File: config.mk
export PLATFORM = sky130hd
export DESIGN_NAME = remote_operand_buf
export DESIGN_NICKNAME = d
export VERILOG_FILES = /design/src/rtl/rop_pkg.sv /design/src/rtl/rop_pool.sv /design/src/rtl/remote_operand_buf.sv
export SDC_FILE = /design/constraint.sdc
export NUM_CORES = 1
export LEC_CHECK = 0
export BUFFER_PORTS_ARGS = -buffer_cell sky130_fd_sc_hd__buf_2
export CORE_MARGIN = 4
export CORE_UTILIZATION = 34
export CTS_CLUSTER_DIAMETER = 80
export CTS_CLUSTER_SIZE = 28
export DETAILED_ROUTE_END_ITERATION = 7
export PLACE_DENSITY_LB_ADDON = 0.12
export SLEW_MARGIN = 10
export SYNTH_ARGS = -nofsm -noshare
export SYNTH_HDL_FRONTEND = slang
export SYNTH_SLANG_ARGS = --single-unit
File: constraint.sdc
create_clock -name clk_i -period 2.7 [get_ports clk_i]
set_clock_uncertainty 0.2 [all_clocks]
set_input_delay 0.54 -clock clk_i [delete_from_list [all_inputs] [get_ports clk_i]]
set_output_delay 0.54 -clock clk_i [all_outputs]
set_load 0.05 [all_outputs]
File: src/rtl/rop_pkg.sv
package rop_pkg;
  typedef enum logic {
    POOL_GP = 1'b0,
    POOL_SP = 1'b1
  } pool_kind_e;
endpackage

File: src/rtl/rop_pool.sv
module rop_pool
  import rop_pkg::*;
#(
  parameter int unsigned TAG_W  = 6,
  parameter int unsigned DATA_W = 32,
  parameter int unsigned DEPTH  = 4,
  parameter pool_kind_e  KIND   = POOL_GP
) (
  input  logic              clk_i,
  input  logic              rst_ni,
  input  logic              alloc_en_i,
  input  logic [TAG_W-1:0]  alloc_tag_i,
  output logic              full_o,
  input  logic              wr_valid_i,
  input  logic [TAG_W-1:0]  wr_tag_i,
  input  logic [DATA_W-1:0] wr_data_i,
  input  logic              lk_valid_i,
  input  logic [TAG_W-1:0]  lk_tag_i,
  output logic              hit_o,
  output logic              ready_o,
  output logic [DATA_W-1:0] data_o,
  input  logic              commit_i,
  input  logic [TAG_W-1:0]  commit_tag_i,
  input  logic              flush_i
);
  localparam bit IS_SP = (KIND == POOL_SP);

  logic [DEPTH-1:0]  vld_q, rdy_q, cmt_q;
  logic [TAG_W-1:0]  tag_q [DEPTH];
  logic [DATA_W-1:0] dat_q [DEPTH];

  logic [DEPTH-1:0] hit_vec, cmt_hit, wr_hit, rel, free_vec, pick;

  always_comb begin
    for (int i = 0; i < DEPTH; i++) begin
      hit_vec[i] = lk_valid_i && vld_q[i] && (tag_q[i] == lk_tag_i);
      cmt_hit[i] = IS_SP && commit_i && vld_q[i] && (tag_q[i] == commit_tag_i);
      wr_hit[i]  = wr_valid_i && vld_q[i] && (tag_q[i] == wr_tag_i);
    end
  end

  // sp: older committed entry released by a newer commit; gp: freed by ready read
  assign rel = IS_SP ? ((|cmt_hit) ? (cmt_q & vld_q & ~cmt_hit) : '0)
                     : (hit_vec & rdy_q);

  // release before allocate: released slots are free this cycle
  assign free_vec = ~vld_q | rel;
  assign full_o   = ~|free_vec;

  always_comb begin
    logic found;
    found = 1'b0;
    pick  = '0;
    for (int i = 0; i < DEPTH; i++) begin
      if (free_vec[i] && !found) begin
        pick[i] = 1'b1;
        found   = 1'b1;
      end
    end
  end

  always_comb begin
    hit_o   = |hit_vec;
    ready_o = |(hit_vec & rdy_q);
    data_o  = '0;
    for (int i = 0; i < DEPTH; i++) begin
      if (hit_vec[i] && rdy_q[i]) data_o = data_o | dat_q[i];
    end
  end

  for (genvar i = 0; i < DEPTH; i++) begin : g_ent
    logic              v_q, r_q, c_q;
    logic [TAG_W-1:0]  t_q;
    logic [DATA_W-1:0] d_q;
    logic              keep, cmt_n;

    assign keep  = v_q & ~rel[i];
    assign cmt_n = (c_q & keep) | cmt_hit[i];

    always_ff @(posedge clk_i or negedge rst_ni) begin
      if (!rst_ni) begin
        v_q <= 1'b0;
        r_q <= 1'b0;
        c_q <= 1'b0;
        t_q <= '0;
        d_q <= '0;
      end else if (alloc_en_i && pick[i]) begin
        v_q <= 1'b1;
        r_q <= 1'b0;
        c_q <= 1'b0;
        t_q <= alloc_tag_i;
      end else begin
        v_q <= keep & (~flush_i | cmt_n);
        c_q <= cmt_n;
        if (wr_hit[i]) begin
          r_q <= 1'b1;
          d_q <= wr_data_i;
        end
      end
    end

    assign vld_q[i] = v_q;
    assign rdy_q[i] = r_q;
    assign cmt_q[i] = c_q;
    assign tag_q[i] = t_q;
    assign dat_q[i] = d_q;

    if (IS_SP) begin : g_sp_chk
      assert_sp_read_keeps_R6: assert property (@(posedge clk_i) disable iff (!rst_ni)
        (hit_vec[i] && !commit_i && !flush_i) |=> v_q);
    end else begin : g_gp_chk
      assert_gp_read_frees_R5: assert property (@(posedge clk_i) disable iff (!rst_ni)
        (hit_vec[i] && r_q && !(alloc_en_i && pick[i])) |=> !v_q);
    end
  end

  assert_no_alloc_when_full_R8: assert property (@(posedge clk_i) disable iff (!rst_ni)
    alloc_en_i |-> !full_o);

  assert_single_committed_R7: assert property (@(posedge clk_i) disable iff (!rst_ni)
    $countones(cmt_q & vld_q) <= 1);

  assert_flush_empties_gp_R10: assert property (@(posedge clk_i) disable iff (!rst_ni)
    (!IS_SP && flush_i && !alloc_en_i) |=> (vld_q == '0));
endmodule

File: src/rtl/remote_operand_buf.sv
module remote_operand_buf
  import rop_pkg::*;
#(
  parameter int unsigned TAG_W    = 6,
  parameter int unsigned DATA_W   = 32,
  parameter int unsigned GP_DEPTH = 4,
  parameter int unsigned SP_DEPTH = 2
) (
  input  logic              clk_i,
  input  logic              rst_ni,
  input  logic              alloc_valid_i,
  input  logic              alloc_sp_i,
  input  logic [TAG_W-1:0]  alloc_tag_i,
  output logic              stall_o,
  input  logic              wr_valid_i,
  input  logic [TAG_W-1:0]  wr_tag_i,
  input  logic [DATA_W-1:0] wr_data_i,
  input  logic              lk_valid_i,
  input  logic [TAG_W-1:0]  lk_tag_i,
  output logic              lk_hit_o,
  output logic              lk_ready_o,
  output logic [DATA_W-1:0] lk_data_o,
  output logic              rem_req_o,
  output logic [TAG_W-1:0]  rem_tag_o,
  input  logic [DATA_W-1:0] rem_data_i,
  output logic              rem_valid_o,
  output logic [DATA_W-1:0] rem_data_o,
  input  logic              sp_commit_i,
  input  logic [TAG_W-1:0]  sp_commit_tag_i,
  input  logic              flush_i
);
  logic gp_full, sp_full, gp_alloc, sp_alloc;
  logic gp_hit, sp_hit, gp_rdy, sp_rdy;
  logic [DATA_W-1:0] gp_dat, sp_dat;
  logic rem_q;

  assign gp_alloc = alloc_valid_i & ~alloc_sp_i & ~flush_i & ~gp_full;
  assign sp_alloc = alloc_valid_i &  alloc_sp_i & ~flush_i & ~sp_full;
  assign stall_o  = alloc_valid_i & (alloc_sp_i ? sp_full : gp_full);

  rop_pool #(
    .TAG_W(TAG_W), .DATA_W(DATA_W), .DEPTH(GP_DEPTH), .KIND(POOL_GP)
  ) i_gp_pool (
    .clk_i, .rst_ni,
    .alloc_en_i(gp_alloc), .alloc_tag_i, .full_o(gp_full),
    .wr_valid_i, .wr_tag_i, .wr_data_i,
    .lk_valid_i, .lk_tag_i,
    .hit_o(gp_hit), .ready_o(gp_rdy), .data_o(gp_dat),
    .commit_i(sp_commit_i), .commit_tag_i(sp_commit_tag_i),
    .flush_i
  );

  rop_pool #(
    .TAG_W(TAG_W), .DATA_W(DATA_W), .DEPTH(SP_DEPTH), .KIND(POOL_SP)
  ) i_sp_pool (
    .clk_i, .rst_ni,
    .alloc_en_i(sp_alloc), .alloc_tag_i, .full_o(sp_full),
    .wr_valid_i, .wr_tag_i, .wr_data_i,
    .lk_valid_i, .lk_tag_i,
    .hit_o(sp_hit), .ready_o(sp_rdy), .data_o(sp_dat),
    .commit_i(sp_commit_i), .commit_tag_i(sp_commit_tag_i),
    .flush_i
  );

  assign lk_hit_o   = gp_hit | sp_hit;
  assign lk_ready_o = gp_rdy | sp_rdy;
  assign lk_data_o  = gp_dat | sp_dat;

  // miss goes to the remote file; one-cycle penalty
  assign rem_req_o = lk_valid_i & ~lk_hit_o;
  assign rem_tag_o = lk_tag_i;

  always_ff @(posedge clk_i or negedge rst_ni) begin
    if (!rst_ni) rem_q <= 1'b0;
    else         rem_q <= rem_req_o;
  end

  assign rem_valid_o = rem_q;
  assign rem_data_o  = rem_q ? rem_data_i : '0;

  assert_miss_delivers_next_R3: assert property (@(posedge clk_i) disable iff (!rst_ni)
    (lk_valid_i && !lk_hit_o) |=> rem_valid_o);

  assert_unready_no_data_R2: assert property (@(posedge clk_i) disable iff (!rst_ni)
    (lk_hit_o && !lk_ready_o) |-> (lk_data_o == '0));
endmodule

=== Word level (Yosys, flattened, before mapping) ===
Cells that the tools add are included.

* Register bits after elaboration: 247
* Input port bits: 96
* Word-level logic and storage cells: 220

* Eq/ne operators: 14
* Muxes and demuxes: 41
* Bitwise operators: 65
* Reductions and logical operators: 69

{| class="wikitable"
|+ Operator list
! kind !! number
|-
| two-way mux 32 bit || 7
|-
| bitwise OR 32 bit || 5
|-
| == test 6 bit || 14
|-
| logical AND 1 bit || 44
|-
| two-way mux 1 bit || 33
|-
| AND 1 bit || 26
|-
| inverter 1 bit || 15
|-
| AND reduction 2 bit || 6
|-
| nonzero test 2 bit || 6
|-
| OR reduction 4 bit || 3
|-
| bitwise OR 1 bit || 10
|-
| OR reduction 2 bit || 4
|-
| AND 2 bit || 3
|-
| zero test 1 bit || 6
|-
| AND 4 bit || 1
|-
| inverter 2 bit || 2
|-
| inverter 4 bit || 1
|-
| bitwise OR 4 bit || 1
|-
| two-way mux 2 bit || 1
|-
| bitwise OR 2 bit || 1
|}

=== Depth between registers and ports, before layout ===
Gate-level depths: netlist of run 1.

* Word-level depth: 17
* Gate-level depth with buffers: 10
* Gate-level depth less buffers: 6

=== Modules after synthesis ===
From an unflattened synthesis of run 1, not the netlist that was laid out.

* Cells, all modules: 1170
* Area total of the unflattened synthesis: 13644.3 um2

{| class="wikitable"
|+ Modules (own cells, without submodules)
! module !! instances !! cells each !! area each (um2) !! seq. area each (um2)
|-
| rop_pool (i_gp_pool) || 1 || 565 || 7688.6 || 4103.9
|-
| rop_pool (i_sp_pool) || 1 || 523 || 5372.7 || 2052.0
|-
| remote_operand_buf || 1 || 82 || 583.1 || 25.0
|}

=== Worst setup path before layout of run 1 ===
OpenSTA, ideal clock, no wires.

* Kind: input-to-output
* Start point: input port sp_commit_tag_i[5]
* End point: output port stall_o
* Arrival time: 3.001 ns
* Setup slack: -1.041 ns
* Stages on the path: 5
* Cells stage by stage: xor2_1 > or4_4 > nor4_4 > o31ai_1 > o31ai_1

* Word-level cells in the longest chain between the ends: 10
* Elaborated cells between the ends (all ways): 13
* Those cells by class: eq/ne: 2; mux: 2; bitwise: 4; reduce/logical: 5

{| class="wikitable"
|+ Ends and longest elaborated chain
! item !! line !! text
|-
| start, declared || remote_operand_buf.sv:29 || <nowiki>input logic [TAG_W-1:0] sp_commit_tag_i,</nowiki>
|-
| == test 6 bit || rop_pool.sv:37 || <nowiki>cmt_hit[i] = IS_SP && commit_i && vld_q[i] && (tag_q[i] == commit_tag_i);</nowiki>
|-
| logical AND 1 bit || rop_pool.sv:37 ||
|-
| inverter 2 bit || rop_pool.sv:43 || <nowiki>assign rel = IS_SP ? ((|cmt_hit) ? (cmt_q & vld_q & ~cmt_hit) : '0)</nowiki>
|-
| AND 2 bit || rop_pool.sv:43 ||
|-
| two-way mux 2 bit (*) || rop_pool.sv:43 ||
|-
| bitwise OR 2 bit (*) || rop_pool.sv:47 || <nowiki>assign free_vec = ~vld_q | rel;</nowiki>
|-
| OR reduction 2 bit (*) || rop_pool.sv:48 || <nowiki>assign full_o = ~|free_vec;</nowiki>
|-
| zero test 1 bit (*) || rop_pool.sv:48 ||
|-
| two-way mux 1 bit (*) || remote_operand_buf.sv:39 || <nowiki>assign stall_o = alloc_valid_i & (alloc_sp_i ? sp_full : gp_full);</nowiki>
|-
| AND 1 bit (*) || remote_operand_buf.sv:39 ||
|-
| end, declared || remote_operand_buf.sv:14 || <nowiki>output logic stall_o,</nowiki>
|}

Every way passes the cells marked *; elsewhere a longest branch is shown, timed or not.

=== Worst setup path after layout of run 1 ===
* Start point: register i_gp_pool.g_ent[2].t_q[0]
* End point: output port lk_data_o[9]

* Word-level cells in the longest chain between the ends: 7

{| class="wikitable"
|+ Ends and longest elaborated chain
! item !! line !! text
|-
| start, declared || rop_pool.sv:73 || <nowiki>logic [TAG_W-1:0] t_q;</nowiki>
|-
| start signal, assigned || rop_pool.sv:91 || <nowiki>t_q <= alloc_tag_i;</nowiki>
|-
| == test 6 bit (*) || rop_pool.sv:36 || <nowiki>hit_vec[i] = lk_valid_i && vld_q[i] && (tag_q[i] == lk_tag_i);</nowiki>
|-
| logical AND 1 bit (*) || rop_pool.sv:36 ||
|-
| logical AND 1 bit (*) || rop_pool.sv:67 || <nowiki>if (hit_vec[i] && rdy_q[i]) data_o = data_o | dat_q[i];</nowiki>
|-
| two-way mux 32 bit (*) || rop_pool.sv:67 ||
|-
| bitwise OR 32 bit || rop_pool.sv:67 ||
|-
| two-way mux 32 bit (*) || rop_pool.sv:67 ||
|-
| bitwise OR 32 bit (*) || remote_operand_buf.sv:67 || <nowiki>assign lk_data_o = gp_dat | sp_dat;</nowiki>
|-
| end, declared || remote_operand_buf.sv:22 || <nowiki>output logic [DATA_W-1:0] lk_data_o,</nowiki>
|}

Marked as above.

==> results.toml, run 1 <==
[layout]
fillCellCount = 3038
nets = 1260
fin_cells = 1621
drive_gt1_share_pct = 55.8
final_cell_area_um2 = 16300
area_growth_pct = 39.1

[hold_path]
min_delay_path_depth = 2
hp-start = "wr_data_i[30]"
hold_path_end = "i_sp_pool.g_ent[1].d_q[30]"
hold_class = "input pin to register"

[power_and_ir_drop]
leakagePower_nw = 7.72
seqPwrFrac_pct = 49.5
clockPowerShare_pct = 26.7
max-vdd-ir-drop_mv = 0.391
p_int_w = 0.00659
cellPowerDensity_nw_per_um2 = 573
swShare_pct = 29.4
power_frac_comb_pct = 23.7
power.switching_w = 0.00275

[global_route]
grt_pass1_wl_mm = 55.4
grt_pass1_vias = 8965
antenna_found_initial = 1
grt_max_degree = 60
grt-ovfl-total = 0
track_usage_pct = 18.6

[setup_path]
rr_worst_depth = 12
critPathSlowestCell = "or4_4"
critPathArrivalTime_ns = 2.58
path_delay_family = "simple AND/OR/NAND/NOR gates"
crit_top_cell = "buf_12"
r2r-end = "i_sp_pool.g_ent[0].d_q[11]"
path_cells = "xnor2_2, nand2_1, or4_4, nor2_4, buf_12, a222oi_1, buf_4, nand2_4, buf_12"
cp.required_ns = 1.96
path_buf_inv = 3
crit_type = "register to output pin"
r2r_start = "i_sp_pool.g_ent[1].t_q[3]"
cp_max_fo = 16
start_kind = "register"
ff2ff_setup_slack_ns = -0.26
worst_path_largest_cell_delay_ns = 0.54
setup.worst_path.end_class = "output pin"

[die]
core-area_um2 = 33800
die_area_um2 = 37500
dieHeight_um = 194
fp-row-count = 67
ioPinCount = 171
fp.dieW_um = 194
start_util_pct = 34.7

[place]
dpl.cell_count = 1556
port_buffers = 170
dpl_cell_area_um2 = 14400
place_congestion = 0.789
dpl.hpwl_mm = 22.7

[logic_synthesis]
synth-edff-count = 0
synth_ff_type = "dfrtp_1"
synthesis.area_um2 = 11700
synth_nets = 981
syn_avg_cell_area_um2 = 13.2
synthArstFlopShare_pct = 100
ys_ff_latch = 247
yosysSeqAreaShare_pct = 52.8
ys_warn_count = 0
synth_cell_types = 41
synthCells = 885

[routing]
via_per_inst = 5.12
drtAntennaViolNets = 0
drt-total-wl_mm = 36.3
vias = 8302
drc_errors = 0
dr.pass1.iters = 7
wl_per_cell_um = 22.4
dr.first_iter.drc_count = 575

[clock_tree]
clock_latency_ns = 0.51
path_clk_slew_ns = 0.11
root_buffer = "clkbuf_16"
htreeDepth = 1
clock-sinks = 247
tritoncts = "built"
cts_buffers = 15
cts_buffer_depth = 3

[sta]
final_max_slew_viol_count = 0
finalCriticalPeriod_ns = 3.32
tightest_slew_ns = 0.732
finalCritPeriodShare_pct = 123
rsz0062_at_grt = "yes"
setup_viol = 170
relSlewSlack_pct = 51.0
final-hold-violation-count = 0
whs_ns = 0.135
fmax_mhz = 301
timing.final.ws_setup_ns = -0.623
finalSetupTns_ns = -40.42

[status]
status = "finished, violations left"
violations = "negative setup slack"

[flow_run]
maxCapViolCount = 0
-- flip-flops by register name (all words and copies together) (netlist names) --
name / count
i_gp_pool.g_ent.d_q: 128
i_sp_pool.g_ent.d_q: 64
i_gp_pool.g_ent.t_q: 24
i_sp_pool.g_ent.t_q: 12
i_gp_pool.g_ent.c_q: 4
i_gp_pool.g_ent.r_q: 4
i_gp_pool.g_ent.v_q: 4
i_sp_pool.g_ent.c_q: 2
i_sp_pool.g_ent.r_q: 2
i_sp_pool.g_ent.v_q: 2
rem_valid_o: 1
-- cell families (layout without fill, tap and decap cells) --
logic type	Yosys count	count (layout)	synth area share, %
xor gates and xnor gates	84	84	6.35
buffers and inverters	76	363	3.79
DFF	247	247	52.8
and+or+nand+nor	158	158	7.06
muxes	228	228	22.9
AOI/OAI and AO/OA	92	92	7.15
other	0	1	0
-- routing by layer --
layer	vias up	share of wire, %	global-route usage [%]
met2	174	49	31.9
met3	23	4.3	2.35
met1	4309	46	26.1
met5	-	0	0
li1	3796	-	-
met4	0	1.3	2.70
-- power by group through the flow --
stage          logic (W)  registers (W)  clock network, W
4_1_cts          0.00210        0.00461           0.00261
5_1_grt          0.00238        0.00469           0.00271
6_report         0.00221        0.00462           0.00250
3_3_place_gp     0.00184        0.00467                 0
3_5_place_dp     0.00186        0.00468                 0
2_1_floorplan    0.00116        0.00460                 0
-- cell type report --
class                   count  area, um^2  share of cell area, %
diodes                      1        2.50                 0.0154
clock buffers              16         389                   2.39
clock inverters             9        87.6                  0.538
inverters                  10        37.5                  0.230
multi-input cells         562        5800                   35.6
flip-flops and latches    247        6180                   38.0
well taps                 448         561                   3.44
repair buffers            328        3230                   19.8
-- through the flow --
step                      setup slack [ns]  power [W]  utilization (%)
after floorplan                     -0.205    0.00577                -
after global placement              -0.482    0.00651             42.6
after detailed placement            -0.486    0.00654             42.6
after CTS                           -0.644    0.00932             47.2
after global routing                -0.718    0.00979             48.2
final                               -0.623    0.00933             48.2
-- synthesized netlist by cell type, types with 11 or more instances --
library cell | number | share of area (%)
mux2_4 | 30 | 3.8
mux2_2 | 193 | 19
and2_1 | 39 | 2.1
dfrtp_1 | 247 | 53
xor2_1 | 39 | 2.9
a222oi_1 | 64 | 5.5
clkbuf_1 | 33 | 1.1
nand2_1 | 59 | 1.9
buf_2 | 12 | 0.51
xnor2_1 | 44 | 3.3
nor2_1 | 11 | 0.35
-- repair_timing --
item,in CTS,in global routing
buffers inserted,20,15
hold endpoints to repair,48,0
hold buffers,1,0
cloned,11,3
endpoints found under the setup margin,114,176
pin swaps,17,24
gates resized for setup,161,75
-- how the worst max path moves through the flow --
stage,startpoint,end,slack (ns),cells past startpoint
after global placement,lk_tag_i[3],lk_data_o[10],-0.48,10
final,i_gp_pool.g_ent[2].t_q[0],lk_data_o[9],-0.62,9
after global routing,i_gp_pool.g_ent[2].t_q[0],lk_data_o[11],-0.72,9
after detailed placement,lk_tag_i[3],lk_data_o[10],-0.49,10
after CTS,i_gp_pool.g_ent[2].t_q[0],lk_data_o[25],-0.64,9
after floorplan,lk_tag_i[2],i_gp_pool.g_ent[2].d_q[10],-0.20,10
-- layout by cell type (no fill, tap or decap), drive strengths merged --
cell type / n
nor2: 11
nor4: 11
o31ai: 5
clkbuf: 20
o22a: 1
diode: 1
a21oi: 8
nor3b: 2
nand2: 59
inv: 16
nand3: 9
xor2: 39
dfrtp: 247
a31o: 2
a22oi: 3
clkinv: 3
a31oi: 1
and2: 39
o21ai: 5
a21boi: 1
o41a: 2
nor2b: 3
or4: 3
nand3b: 2
mux2: 228
buf: 323
nor3: 8
a222oi: 64
and3: 2
dlygate4sd3: 1
nand4: 9
xnor2: 45
No activity file was read; power rests on OpenSTA's default activity.
==> run 2, diff against run 1 <==
--- a/config.mk
+++ b/config.mk
@@ -12,6 +12,8 @@
 export CTS_CLUSTER_SIZE = 28
 export DETAILED_ROUTE_END_ITERATION = 7
 export PLACE_DENSITY_LB_ADDON = 0.12
+export REMOVE_ABC_BUFFERS = 1
+export SKIP_LAST_GASP = 1
 export SLEW_MARGIN = 10
 export SYNTH_ARGS = -nofsm -noshare
 export SYNTH_HDL_FRONTEND = slang
==> run 2 against run 1 <==
Net effect:
- the flow still finishes with violations (negative setup slack)
- clock power increased by 27%
- global-route usage decreased by 1.2 points
- clock-buffer cell count increased by 4
- first-iteration DRC count increased by 2.4%
- sequential share of layout area increased by 1.8 points
- die area unchanged
- via count decreased by 0.65%
- final area decreased by 4.6%
- core utilization decreased by 2.2 points
- non-clock buffer count decreased by 7
- critical path depth decreased by 2
- routed wire length decreased by 7.2%
- highest routed layer unchanged
==> results.toml, run 2 (synthesis results as in run 1) <==
[status]
violations = "negative setup slack"
status = "finished, violations left"

[clock_tree]
clock_latency_ns = 0.50
htreeDepth = 1
clock-sinks = 247
root_buffer = "clkbuf_16"
path_clk_slew_ns = 0.10
cts_buffer_depth = 3
tritoncts = "built"
cts_buffers = 18

[place]
dpl.hpwl_mm = 22.1
place_congestion = 0.808
port_buffers = 170
pre_cts_ws_ns = -0.658
dpl_cell_area_um2 = 14000

[setup_path]
r2r_start = "i_sp_pool.g_ent[0].t_q[1]"
setup.worst_path.end_class = "output pin"
cp.required_ns = 1.96
crit_type = "register to output pin"
critPathArrivalTime_ns = 2.48
start_kind = "register"
rr_worst_depth = 12
cp_max_fo = 7
startpoint = "i_gp_pool.g_ent[1].t_q[3]"
critPathCapture = "lk_data_o[8]"
ff2ff_setup_slack_ns = -0.24
r2r-end = "i_sp_pool.g_ent[1].d_q[14]"

[layout]
final_cell_area_um2 = 15500
final_common_cell = "dfrtp_1"
fillCellCount = 3099
postLayoutCoreUtil_pct = 46.0
final_cell_mix = "dfrtp_1 (246), mux2_2 (193), buf_2 (133), buf_4 (113), a222oi_1 (64)"
nets = 1256
area_growth_pct = 32.7
n_antenna_cell = 0
regMostFlops = "i_gp_pool.g_ent.d_q"
top_regs = "i_gp_pool.g_ent.d_q x128, i_sp_pool.g_ent.d_q x64, i_gp_pool.g_ent.t_q x24"
drive_gt1_share_pct = 52.0
largest_reg_flops = 128

[sta]
relSlewSlack_pct = 59.6
tightest_slew_ns = 0.607
timing.final.ws_setup_ns = -0.522
finalCritPeriodShare_pct = 119
setup_viol = 68
rsz0062_at_grt = "yes"
final-hold-violation-count = 0
fmax_mhz = 310
finalCriticalPeriod_ns = 3.22
final_max_slew_viol_count = 0

[global_route]
antenna_found_initial = 0
grt_pass1_vias = 8567
track_usage_pct = 17.4
grt_pass1_wl_mm = 52.0
grt-ovfl-total = 0
grt_max_degree = 61

[routing]
wl_per_cell_um = 20.8
via_per_inst = 5.09
drc_errors = 0
drt-total-wl_mm = 33.7
vias = 8248
dr.pass1.iters = 5
dr.first_iter.drc_count = 589
drtAntennaViolNets = 0

[die]
dieHeight_um = 194
start_util_pct = 34.7
fp.dieW_um = 194
die_area_um2 = 37500
ioPinCount = 171
core-area_um2 = 33800
fp-row-count = 67

[power_and_ir_drop]
leakagePower_nw = 7.58
max-vdd-ir-drop_mv = 0.338
cellPowerDensity_nw_per_um2 = 624

[hold_path]
hold_class = "input pin to register"

[flow_run]
maxCapViolCount = 0
## run 2: where the power goes
| group | leakage, nW | internal (W) | total, W | switching, W |
|---|---|---|---|---|
| logic | 3.87 | 0.00103 | 0.00194 | 0.000908 |
| registers | 3.37 | 0.00423 | 0.00458 | 0.000353 |
| clock network | 0.337 | 0.00162 | 0.00317 | 0.00155 |
## run 2: how the worst min path moves through the flow
| stage | startpoint | end | slack (ns) | cells after the start |
|---|---|---|---|---|
| 2_1_floorplan | rst_ni | i_gp_pool.g_ent[0].c_q | 0.04 | 0 |
| 3_3_place_gp | i_gp_pool.g_ent[1].d_q[7] | i_gp_pool.g_ent[1].d_q[7] | 0.27 | 1 |
| 3_5_place_dp | i_gp_pool.g_ent[3].c_q | i_gp_pool.g_ent[3].c_q | 0.27 | 1 |
| 4_1_cts | wr_data_i[12] | i_gp_pool.g_ent[2].d_q[12] | 0.1 | 2 |
| 5_1_grt | wr_data_i[12] | i_gp_pool.g_ent[2].d_q[12] | 0.10 | 2 |
| 6_report | wr_data_i[6] | i_gp_pool.g_ent[0].d_q[6] | 0.13 | 2 |
## run 2: per-stage QoR
stage | total power, W | hold WS, ns | TNS (ns) | cells
final | 0.00969 | 0.127 | -22.88 | 1620
after global routing | 0.0102 | 0.104 | -33.12 | 1620
after CTS | 0.00983 | 0.0973 | -28.69 | 1610
after detailed placement | 0.00651 | 0.267 | -101.34 | 1560
after global placement | 0.00648 | 0.270 | -100.16 | 1560
after floorplan | 0.00564 | 0.0444 | -167.03 | 819
## run 2: repair_timing
item	CTS	global route
hold buffers	1	0
endpoints found under the hold margin	53	0
resized for setup	77	27
pin swaps	22	27
setup endpoints to repair	187	212
setup buffers	12	8
cloned	7	4
## run 2: area by class of cell
class	count	area, um^2	share of cell area, %
Sequential cell	247	6180	39.8
Multi-Input combinational cell	562	5280	34.0
Timing Repair Buffer	321	2780	17.9
Tap cell	448	561	3.61
Clock buffer	20	489	3.15
Clock inverter	12	203	1.30
Inverter	10	37.5	0.242
## run 2: metal layers
| metal | routed length [um] | track usage (%) | vias to the layer above |
|---|---|---|---|
| met4 | 601 | 3.65 | 0 |
| met1 | 15600 | 24.6 | 4228 |
| met5 | 0 | 0 | - |
| met2 | 15900 | 28.6 | 189 |
| met3 | 1560 | 2.57 | 35 |
| li1 | - | - | 3796 |
## run 2: critical path, stage by stage (launching register included)
cell and delay (ns):
dfrtp_1 0.43, xnor2_2 0.15, nand4_1 0.20, nor3_4 0.10
bufbuf_16 0.29, a222oi_1 0.46, nand2_1 0.16, buf_6 0.18
